### src/rtl/lcd_sync_pkg.sv
package lcd_sync_pkg;

  typedef enum logic [2:0] {
    A_CTRL   = 3'd0,
    A_MODE   = 3'd1,
    A_HCOUNT = 3'd2,
    A_HSYNC  = 3'd3,
    A_VCOUNT = 3'd4,
    A_VSYNC  = 3'd5,
    A_CKSTOP = 3'd6,
    A_STATUS = 3'd7
  } reg_addr_e;

  localparam int BIT_RUN   = 0;
  localparam int BIT_SRST  = 8;
  localparam int BIT_HLOW  = 27;
  localparam int BIT_VLOW  = 28;
  localparam int UNIT_SHIFT = 3;

  localparam logic [1:0] PWR_OFF = 2'd0;
  localparam logic [1:0] PWR_ON  = 2'd3;

endpackage

### src/rtl/lcd_sync_regs.sv
module lcd_sync_regs
  import lcd_sync_pkg::*;
#(
  parameter int CNT_W  = 16,
  localparam int DATA_W = 2 * CNT_W
) (
  input  logic              clk,
  input  logic              rst_n,
  input  logic              we,
  input  logic [2:0]        addr,
  input  logic [DATA_W-1:0] wdata,
  input  logic [1:0]        pwr,
  output logic [DATA_W-1:0] rdata,
  output logic              run,
  output logic              ckstop,
  output logic              soft_clr,
  output logic              hpol_low,
  output logic              vpol_low,
  output logic [CNT_W-1:0]  h_tot,
  output logic [CNT_W-1:0]  h_act,
  output logic [CNT_W-1:0]  h_sp,
  output logic [CNT_W-1:0]  h_sw,
  output logic [CNT_W-1:0]  v_tot,
  output logic [CNT_W-1:0]  v_act,
  output logic [CNT_W-1:0]  v_sp,
  output logic [CNT_W-1:0]  v_sw
);

  logic [DATA_W-1:0] hcount_q, hsync_q, vcount_q, vsync_q;

  always_ff @(posedge clk) begin
    if (!rst_n) begin
      run      <= 1'b0;
      ckstop   <= 1'b0;
      soft_clr <= 1'b0;
      hpol_low <= 1'b0;
      vpol_low <= 1'b0;
      hcount_q <= '0;
      hsync_q  <= '0;
      vcount_q <= '0;
      vsync_q  <= '0;
    end else begin
      soft_clr <= 1'b0;
      if (soft_clr) begin
        run    <= 1'b0;
        ckstop <= 1'b0;
      end
      if (we) begin
        case (addr)
          A_CTRL: begin
            run      <= wdata[BIT_RUN];
            soft_clr <= wdata[BIT_SRST];
          end
          A_MODE: begin
            hpol_low <= wdata[BIT_HLOW];
            vpol_low <= wdata[BIT_VLOW];
          end
          A_HCOUNT: hcount_q <= wdata;
          A_HSYNC:  hsync_q  <= wdata;
          A_VCOUNT: vcount_q <= wdata;
          A_VSYNC:  vsync_q  <= wdata;
          A_CKSTOP: ckstop   <= wdata[0];
          default: ;
        endcase
      end
    end
  end

  assign h_tot = hcount_q[CNT_W-1:0];
  assign h_act = hcount_q[DATA_W-1:CNT_W];
  assign h_sp  = hsync_q[CNT_W-1:0];
  assign h_sw  = hsync_q[DATA_W-1:CNT_W];
  assign v_tot = vcount_q[CNT_W-1:0];
  assign v_act = vcount_q[DATA_W-1:CNT_W];
  assign v_sp  = vsync_q[CNT_W-1:0];
  assign v_sw  = vsync_q[DATA_W-1:CNT_W];

  always_comb begin
    rdata = '0;
    case (addr)
      A_CTRL: begin
        rdata[BIT_RUN]  = run;
        rdata[BIT_SRST] = soft_clr;
      end
      A_MODE: begin
        rdata[BIT_HLOW] = hpol_low;
        rdata[BIT_VLOW] = vpol_low;
      end
      A_HCOUNT: rdata = hcount_q;
      A_HSYNC:  rdata = hsync_q;
      A_VCOUNT: rdata = vcount_q;
      A_VSYNC:  rdata = vsync_q;
      A_CKSTOP: rdata[0] = ckstop;
      A_STATUS: rdata[1:0] = pwr;
      default: ;
    endcase
  end

endmodule

### src/rtl/lcd_sync_counters.sv
module lcd_sync_counters
  import lcd_sync_pkg::*;
#(
  parameter int CNT_W = 16,
  localparam int PX_W = CNT_W + UNIT_SHIFT
) (
  input  logic             clk,
  input  logic             rst_n,
  input  logic             tick,
  input  logic             clr,
  input  logic [CNT_W-1:0] h_tot,
  input  logic [CNT_W-1:0] v_tot,
  output logic [PX_W-1:0]  x,
  output logic [CNT_W-1:0] y,
  output logic [PX_W-1:0]  h_last,
  output logic             frame_end
);

  function automatic logic [PX_W-1:0] last_pixel(input logic [CNT_W-1:0] units);
    return {units, {UNIT_SHIFT{1'b0}}} - 1'b1;
  endfunction

  logic [CNT_W-1:0] v_last;
  logic             line_end;

  assign h_last    = last_pixel(h_tot);
  assign v_last    = v_tot - 1'b1;
  assign line_end  = (x >= h_last);
  assign frame_end = line_end && (y >= v_last);

  always_ff @(posedge clk) begin
    if (!rst_n || clr) begin
      x <= '0;
      y <= '0;
    end else if (tick) begin
      if (line_end) begin
        x <= '0;
        y <= (y >= v_last) ? '0 : y + 1'b1;
      end else begin
        x <= x + 1'b1;
      end
    end
  end

endmodule

### src/rtl/lcd_sync_power.sv
module lcd_sync_power
  import lcd_sync_pkg::*;
(
  input  logic       clk,
  input  logic       rst_n,
  input  logic       clr,
  input  logic       frame_step,
  input  logic       run,
  output logic [1:0] pwr
);

  always_ff @(posedge clk) begin
    if (!rst_n || clr) begin
      pwr <= PWR_OFF;
    end else if (frame_step) begin
      if (run && pwr != PWR_ON)
        pwr <= pwr + 1'b1;
      else if (!run && pwr != PWR_OFF)
        pwr <= pwr - 1'b1;
    end
  end

endmodule

### src/rtl/lcd_sync_decode.sv
module lcd_sync_decode
  import lcd_sync_pkg::*;
#(
  parameter int CNT_W = 16,
  localparam int PX_W = CNT_W + UNIT_SHIFT
) (
  input  logic [PX_W-1:0]  x,
  input  logic [CNT_W-1:0] y,
  input  logic [1:0]       pwr,
  input  logic             hpol_low,
  input  logic             vpol_low,
  input  logic [CNT_W-1:0] h_act,
  input  logic [CNT_W-1:0] h_sp,
  input  logic [CNT_W-1:0] h_sw,
  input  logic [CNT_W-1:0] v_act,
  input  logic [CNT_W-1:0] v_sp,
  input  logic [CNT_W-1:0] v_sw,
  output logic             hsync,
  output logic             vsync,
  output logic             de
);

  function automatic logic [PX_W-1:0] to_px(input logic [CNT_W-1:0] units);
    return {units, {UNIT_SHIFT{1'b0}}};
  endfunction

  function automatic logic [PX_W-1:0] widen(input logic [CNT_W-1:0] v);
    return {{UNIT_SHIFT{1'b0}}, v};
  endfunction

  function automatic logic in_window(input logic [PX_W-1:0] pos,
                                     input logic [PX_W-1:0] start,
                                     input logic [PX_W-1:0] len);
    logic [PX_W:0] stop;
    stop = {1'b0, start} + {1'b0, len};
    return (pos >= start) && ({1'b0, pos} < stop);
  endfunction

  logic on, hs_act, vs_act;

  assign on     = (pwr == PWR_ON);
  assign hs_act = on && in_window(x, to_px(h_sp), to_px(h_sw));
  assign vs_act = on && in_window(widen(y), widen(v_sp), widen(v_sw));
  assign de     = on && (x < to_px(h_act)) && (y < v_act);
  assign hsync  = hs_act ^ hpol_low;
  assign vsync  = vs_act ^ vpol_low;

endmodule

### src/rtl/lcd_sync_timing.sv
module lcd_sync_timing
  import lcd_sync_pkg::*;
#(
  parameter int CNT_W = 16,
  localparam int DATA_W = 2 * CNT_W,
  localparam int PX_W   = CNT_W + UNIT_SHIFT
) (
  input  logic              clk,
  input  logic              rst_n,
  input  logic              dot_en,
  input  logic              bus_we,
  input  logic [2:0]        bus_addr,
  input  logic [DATA_W-1:0] bus_wdata,
  output logic [DATA_W-1:0] bus_rdata,
  output logic              hsync,
  output logic              vsync,
  output logic              de,
  output logic [PX_W-1:0]   pix_x,
  output logic [CNT_W-1:0]  line_y
);

  logic             run, ckstop, soft_clr, hpol_low, vpol_low;
  logic [CNT_W-1:0] h_tot, h_act, h_sp, h_sw, v_tot, v_act, v_sp, v_sw;
  logic [1:0]       pwr;
  logic [PX_W-1:0]  h_last;
  logic             tick, frame_end, frame_step;

  assign tick       = dot_en && !ckstop;
  assign frame_step = tick && frame_end && !soft_clr;

  lcd_sync_regs #(.CNT_W(CNT_W)) u_regs (
    .clk(clk), .rst_n(rst_n), .we(bus_we), .addr(bus_addr), .wdata(bus_wdata),
    .pwr(pwr), .rdata(bus_rdata), .run(run), .ckstop(ckstop), .soft_clr(soft_clr),
    .hpol_low(hpol_low), .vpol_low(vpol_low),
    .h_tot(h_tot), .h_act(h_act), .h_sp(h_sp), .h_sw(h_sw),
    .v_tot(v_tot), .v_act(v_act), .v_sp(v_sp), .v_sw(v_sw)
  );

  lcd_sync_counters #(.CNT_W(CNT_W)) u_cnt (
    .clk(clk), .rst_n(rst_n), .tick(tick), .clr(soft_clr),
    .h_tot(h_tot), .v_tot(v_tot), .x(pix_x), .y(line_y),
    .h_last(h_last), .frame_end(frame_end)
  );

  lcd_sync_power u_pwr (
    .clk(clk), .rst_n(rst_n), .clr(soft_clr), .frame_step(frame_step),
    .run(run), .pwr(pwr)
  );

  lcd_sync_decode #(.CNT_W(CNT_W)) u_dec (
    .x(pix_x), .y(line_y), .pwr(pwr), .hpol_low(hpol_low), .vpol_low(vpol_low),
    .h_act(h_act), .h_sp(h_sp), .h_sw(h_sw),
    .v_act(v_act), .v_sp(v_sp), .v_sw(v_sw),
    .hsync(hsync), .vsync(vsync), .de(de)
  );

endmodule

### config.mk
export PLATFORM = sky130hd
export DESIGN_NAME = lcd_sync_timing
export DESIGN_NICKNAME = d
export VERILOG_FILES = /design/src/rtl/lcd_sync_pkg.sv /design/src/rtl/lcd_sync_regs.sv /design/src/rtl/lcd_sync_counters.sv /design/src/rtl/lcd_sync_power.sv /design/src/rtl/lcd_sync_decode.sv /design/src/rtl/lcd_sync_timing.sv
export SDC_FILE = /design/constraint.sdc
export NUM_CORES = 1
export LEC_CHECK = 0
export ABC_AREA = 0
export ABC_CLOCK_PERIOD_IN_PS = 6700
export BUFFER_PORTS_ARGS = -buffer_cell sky130_fd_sc_hd__buf_2
export CAP_MARGIN = 20
export CORE_ASPECT_RATIO = 0.7
export CORE_MARGIN = 1.5
export CORE_UTILIZATION = 45
export CTS_CLUSTER_SIZE = 25
export DETAILED_ROUTE_END_ITERATION = 6
export SYNTH_ARGS = -nofsm -noshare
export SYNTH_HDL_FRONTEND = slang
export SYNTH_HIERARCHICAL = 1
export SYNTH_SLANG_ARGS = --single-unit
export TNS_END_PERCENT = 50
### constraint.sdc
create_clock -name clk -period 6.7 [get_ports clk]
set_input_delay 1.34 -clock clk [delete_from_list [all_inputs] [get_ports clk]]
set_output_delay 1.34 -clock clk [all_outputs]
set_load 0.01 [all_outputs]
== Yosys cells after proc, flatten, opt, wreduce, memory -nomap -nowiden ==
Cells that the tools add are included.
Storage, ports and cells
  bits in registers: 170
  output and inout bits: 70
  input port bits: 39
  logic and storage cells: 84
Operators by class
  bitwise logic cells: 2
  muxes and demuxes: 17
  order comparisons: 8
  equality and inequality tests: 9
  $add $sub $neg: 8
  reductions and logical operators: 28
Operators by type and width (count)
  one-hot mux 18 bit (4 select lines): 1
  greater-or-equal comparator 19 bit: 2
  greater-or-equal comparator 16 bit: 2
  one-hot mux 6 bit (4 select lines): 1
  adder 19 x 19 -> 20 bit: 1
  < comparator 16 x 20 -> 1 bit: 1
  < comparator 19 x 20 -> 1 bit: 1
  adder 19 x 1 -> 19 bit (second input constant): 1
  < comparator 19 bit: 1
  2-to-1 mux 19 bit: 1
  subtractor 19 x 1 -> 19 bit (second input constant): 1
  adder 16 x 16 -> 17 bit: 1
  adder 16 x 1 -> 16 bit (second input constant): 1
  < comparator 16 bit: 1
  2-to-1 mux 16 bit: 1
  subtractor 16 x 1 -> 16 bit (second input constant): 1
  AND reduction 2 bit: 7
  == test 3 bit (second input constant): 4
  logical AND 1 bit: 12
  one-hot mux 3 bit (4 select lines): 1
  one-hot mux 1 bit (5 select lines): 2
  one-hot mux 2 bit (5 select lines): 1
  one-hot mux 1 bit (7 select lines): 1
  == test 3 x 2 -> 1 bit (second input constant): 2
  13 further kinds: 24

== Longest topological paths before layout ==
  depth in word-level cells: 6
  depth in mapped cells: 17
  gate-level depth less buffers: 17

== By module ==
Netlist, hierarchy kept.
By module, submodules not included
  lcd_sync_regs: seq. area each 2662.6 µm², area each 6095.8 µm², cells each 723, instances 1
  lcd_sync_decode: seq. area each 0.0 µm², area each 3637.2 µm², cells each 473, instances 1
  lcd_sync_counters: seq. area each 700.7 µm², area each 2850.2 µm², cells each 360, instances 1
  lcd_sync_power: seq. area each 40.0 µm², area each 103.8 µm², cells each 13, instances 1
  lcd_sync_timing: seq. area each 0.0 µm², area each 21.3 µm², cells each 2, instances 1

== Worst setup path before layout ==
No wires, ideal clock.
  kind: flip-flop to output port
  from: register u_regs.hsync_q[0]
  to: output port hsync
  stages on the path, launching flop included: 16
  arrival: 3144 ps
  data required time: 5360 ps
  setup slack: 2216 ps
  buffers on the path: 0
  cells stage by stage: dfxtp_1 -> ha_1 -> fa_1 -> a211oi_1 -> o21ai_1 -> a31o_2 -> a21oi_1 -> xor2_1 -> ha_1 -> o21a_1 -> o211ai_1 -> a221oi_1 -> o21ai_0 -> nor3_1 -> a211oi_1 -> xor2_1
Between the ends
  longest elaborated chain between the ends: 5
  elaborated cells on any way between the ends: 6
  classes of those cells: add/sub: 1; order compare: 2; bitwise: 1; reduce/logical: 2
RTL lines
  from (decl): RTL line lcd_sync_regs.sv:29  | logic [DATA_W-1:0] hcount_q, hsync_q, vcount_q, vsync_q;
  from (signal assigned): RTL line lcd_sync_regs.sv:59  | A_HSYNC: hsync_q <= wdata;
  adder 19 x 19 -> 20 bit: RTL line lcd_sync_decode.sv:35  | stop = {1'b0, start} + {1'b0, len};
  < comparator 19 x 20 -> 1 bit: RTL line lcd_sync_decode.sv:36  | return (pos >= start) && ({1'b0, pos} < stop);
  logical AND 1 bit *: RTL line lcd_sync_decode.sv:36
  logical AND 1 bit *: RTL line lcd_sync_decode.sv:42  | assign hs_act = on && in_window(x, to_px(h_sp), to_px(h_sw));
  XOR 1 bit *: RTL line lcd_sync_decode.sv:45  | assign hsync = hs_act ^ hpol_low;
  to (decl): RTL line lcd_sync_timing.sv:15  | output logic hsync,
Mark *: on every way between the ends. The rest lies on a longest branch, timed or not.

== Worst setup path after layout ==
  from: register u_regs.hsync_q[17]
  to: output port hsync
Between the ends
  longest elaborated chain between the ends: 5
RTL lines (RTL line)
  adder 19 x 19 -> 20 bit: lcd_sync_decode.sv:35
  < comparator 19 x 20 -> 1 bit: lcd_sync_decode.sv:36
  logical AND 1 bit: lcd_sync_decode.sv:36
  logical AND 1 bit: lcd_sync_decode.sv:42
  XOR 1 bit: lcd_sync_decode.sv:45
No other way between the ends.

==> flow_summary.toml <==
[status]
status = "finished clean"

[layout]
layout-drive-gt1-share_pct = 11.7
nNetsFinal = 1836
syn_to_final_growth_pct = 10.5
n_fill_cell = 2750
fin_cells = 2021

[timing]
setup_viol = 0
period_needed_ns = 5.53
setup_tns_ns = 0
grt_setup_unrepaired = "no"
finClkSkew_ns = 0.0107
timing.fmax_mhz = 181
slew_headroom_pct = 39.0
worstMarginPinSlew_ns = 0.915
finalMaxSlewViolations = 0
finalHoldViolations = 0
fin_crit_sh_pct = 82.5

[clocking]
clkLatencyLatePin_ns = 0.44
cts_tree = "built"
cts_sinks = 170
cts_buffers = 17
h-tree-depth = 4
clkTransAtPathRegs_ns = 0.08
holdBufCountCts = 0
cts_buffer_depth = 2
clockRootBuffer = "clkbuf_16"
cts_setup_buffers = 0
cts_resized = 0

[route]
postRouteAntennaNets = 0
post_drt_wl_per_cell_um = 22.3
wirelength_um = 45100
drt_iter0_drc = 1309
drc = 0
viasPerCell = 5.93
vias = 12000
dr.pass1.iters = 5

[critical_path]
endpoint_kind = "primary output"
timing.critical_path.fanout_max = 4
arrival_ns = 4.19
path_class = "reg2out"
worstSetupStartpointType = "register"
worst_ep_required_time_ns = 5.36

[grt]
first_global_vias = 10700
gr-usage-met1_pct = 46.0
grt_max_degree = 98
globalRouteTotalUtil_pct = 30.9
met2_usage_pct = 44.1
antenna_found_initial = 1
use_met3_pct = 7.30
grt_pass1_wl_um = 66600
grt-ovfl-total = 0
top_usage_layer = "met1"

[synth]
yosys_warnings = 6
synthCells = 1559
syn_area_per_cell_um2 = 8.12
syn-cell-area_um2 = 12700
synth_fp_nets = 1760

[die]
dieArea_um2 = 29100
die_x_um = 203
initial_core_util_pct = 45.7
die_h_um = 143
rows = 51
ios = 109
core-area_um2 = 27700

[flow_run]
drv_cap = 0

[placed_design]
port_buffers = 108
gp_congestion = 0.882
hpwlAfterDp_um = 34200
placed_cells = 1986

[pwr]
power-per-cell-area_nw_per_um2 = 169
p_leak_uw = 0.00604
peakVddDrop_mv = 0.177

[hold_path]
min_path_type = "reg2reg"
metal layers:
metal | up-vias | share of wire, %
met1 | 5748 | 47
met4 | 0 | 1.8
met3 | 46 | 9.9
met2 | 507 | 41
li1 | 5688 | -
met5 | - | 0
registers in the layout (all words and copies together) (netlist names):
register and flops:
u_regs/hpol_low 1, u_regs/vpol_low 1, u_regs/ckstop 1, u_regs/hcount_q 32, u_regs/soft_clr 1, u_regs/vsync_q 32, u_regs/vcount_q 32, u_pwr/pwr 2
u_cnt/x 19, u_regs/hsync_q 32, u_regs/run 1, u_cnt/y 16
worst max-delay path, stage by stage (launching register included):
cell and delay, ns:
dfxtp_1 0.47, ha_1 0.28, a21o_1 0.18, a21oi_1 0.21, nor2_1 0.11, o31ai_2 0.38, o21ai_1 0.18, a31oi_1 0.22
xor2_1 0.21, ha_1 0.27, a21oi_1 0.14, o21ai_0 0.17, nor3_1 0.27, nor3_1 0.11, a211oi_1 0.24, xor2_1 0.17
buf_2 0.14
cell usage in the layout, fill, tap and decap left out, drive strengths merged, types with 5 or more instances in the layout:
master  count
or3         8
xor2       49
or2         5
inv       105
o221ai      5
o21ai      49
a211oi     15
buf       126
nor3b       5
o31ai       5
nand4      23
o211ai      9
o22ai      13
ha        160
nor2       71
a21boi    132
nor2b      10
a21oi      62
a221oi     31
mux2i      29
o311ai      5
nand3      32
xnor2      28
nor3       20
a31oi       9
or4         5
nand2     314
o21a        9
nor4        9
dfxtp     170
clkbuf     19
and3        7
nand2b     17
a21o       32
layout make-up:
type,instances,area [µm²],area share [%]
inverter,95,357,2.55
multi-input combinational,1225,8490,60.7
clock buffer,19,443,3.17
sequential,170,3400,24.3
timing repair buffer,126,698,4.99
tap,371,464,3.32
clock inverter,13,119,0.850
antenna,2,5.00,0.0358
power by group:
part | switching (µW) | total, µW | internal [µW]
clock network | 475 | 977 | 502
logic | 202 | 332 | 130
registers | 29.0 | 1060 | 1030
total | 706 | 2370 | 1660
per-stage QoR:
step	setup WS (ns)	hold slack [ns]	utilization, %	instance area [µm²]	total power, µW
after floorplan	2.22	0.445	-	12700	1290
after global placement	1.87	0.458	48.3	13400	1400
after detailed placement	1.78	0.462	48.3	13400	1400
after CTS	1.25	0.471	50.4	13900	2370
after global routing	0.913	0.497	50.5	14000	2450
final	1.17	0.469	50.5	14000	2370
final timing paths:
| kind | startpoint | to | slack, ns | depth (start not counted) |
|---|---|---|---|---|
| worst min register to register | u_regs/vcount_q[30] | u_regs/vcount_q[30] | 0.47 | 2 |
| worst max register to register | u_regs/hcount_q[3] | u_pwr/pwr[0] | 2.13 | 17 |
| worst max-delay path | u_regs/hsync_q[17] | hsync | 1.17 | 16 |
| worst min-delay path | u_regs/vcount_q[30] | u_regs/vcount_q[30] | 0.47 | 2 |
Power figures use the tool's default switching activity.
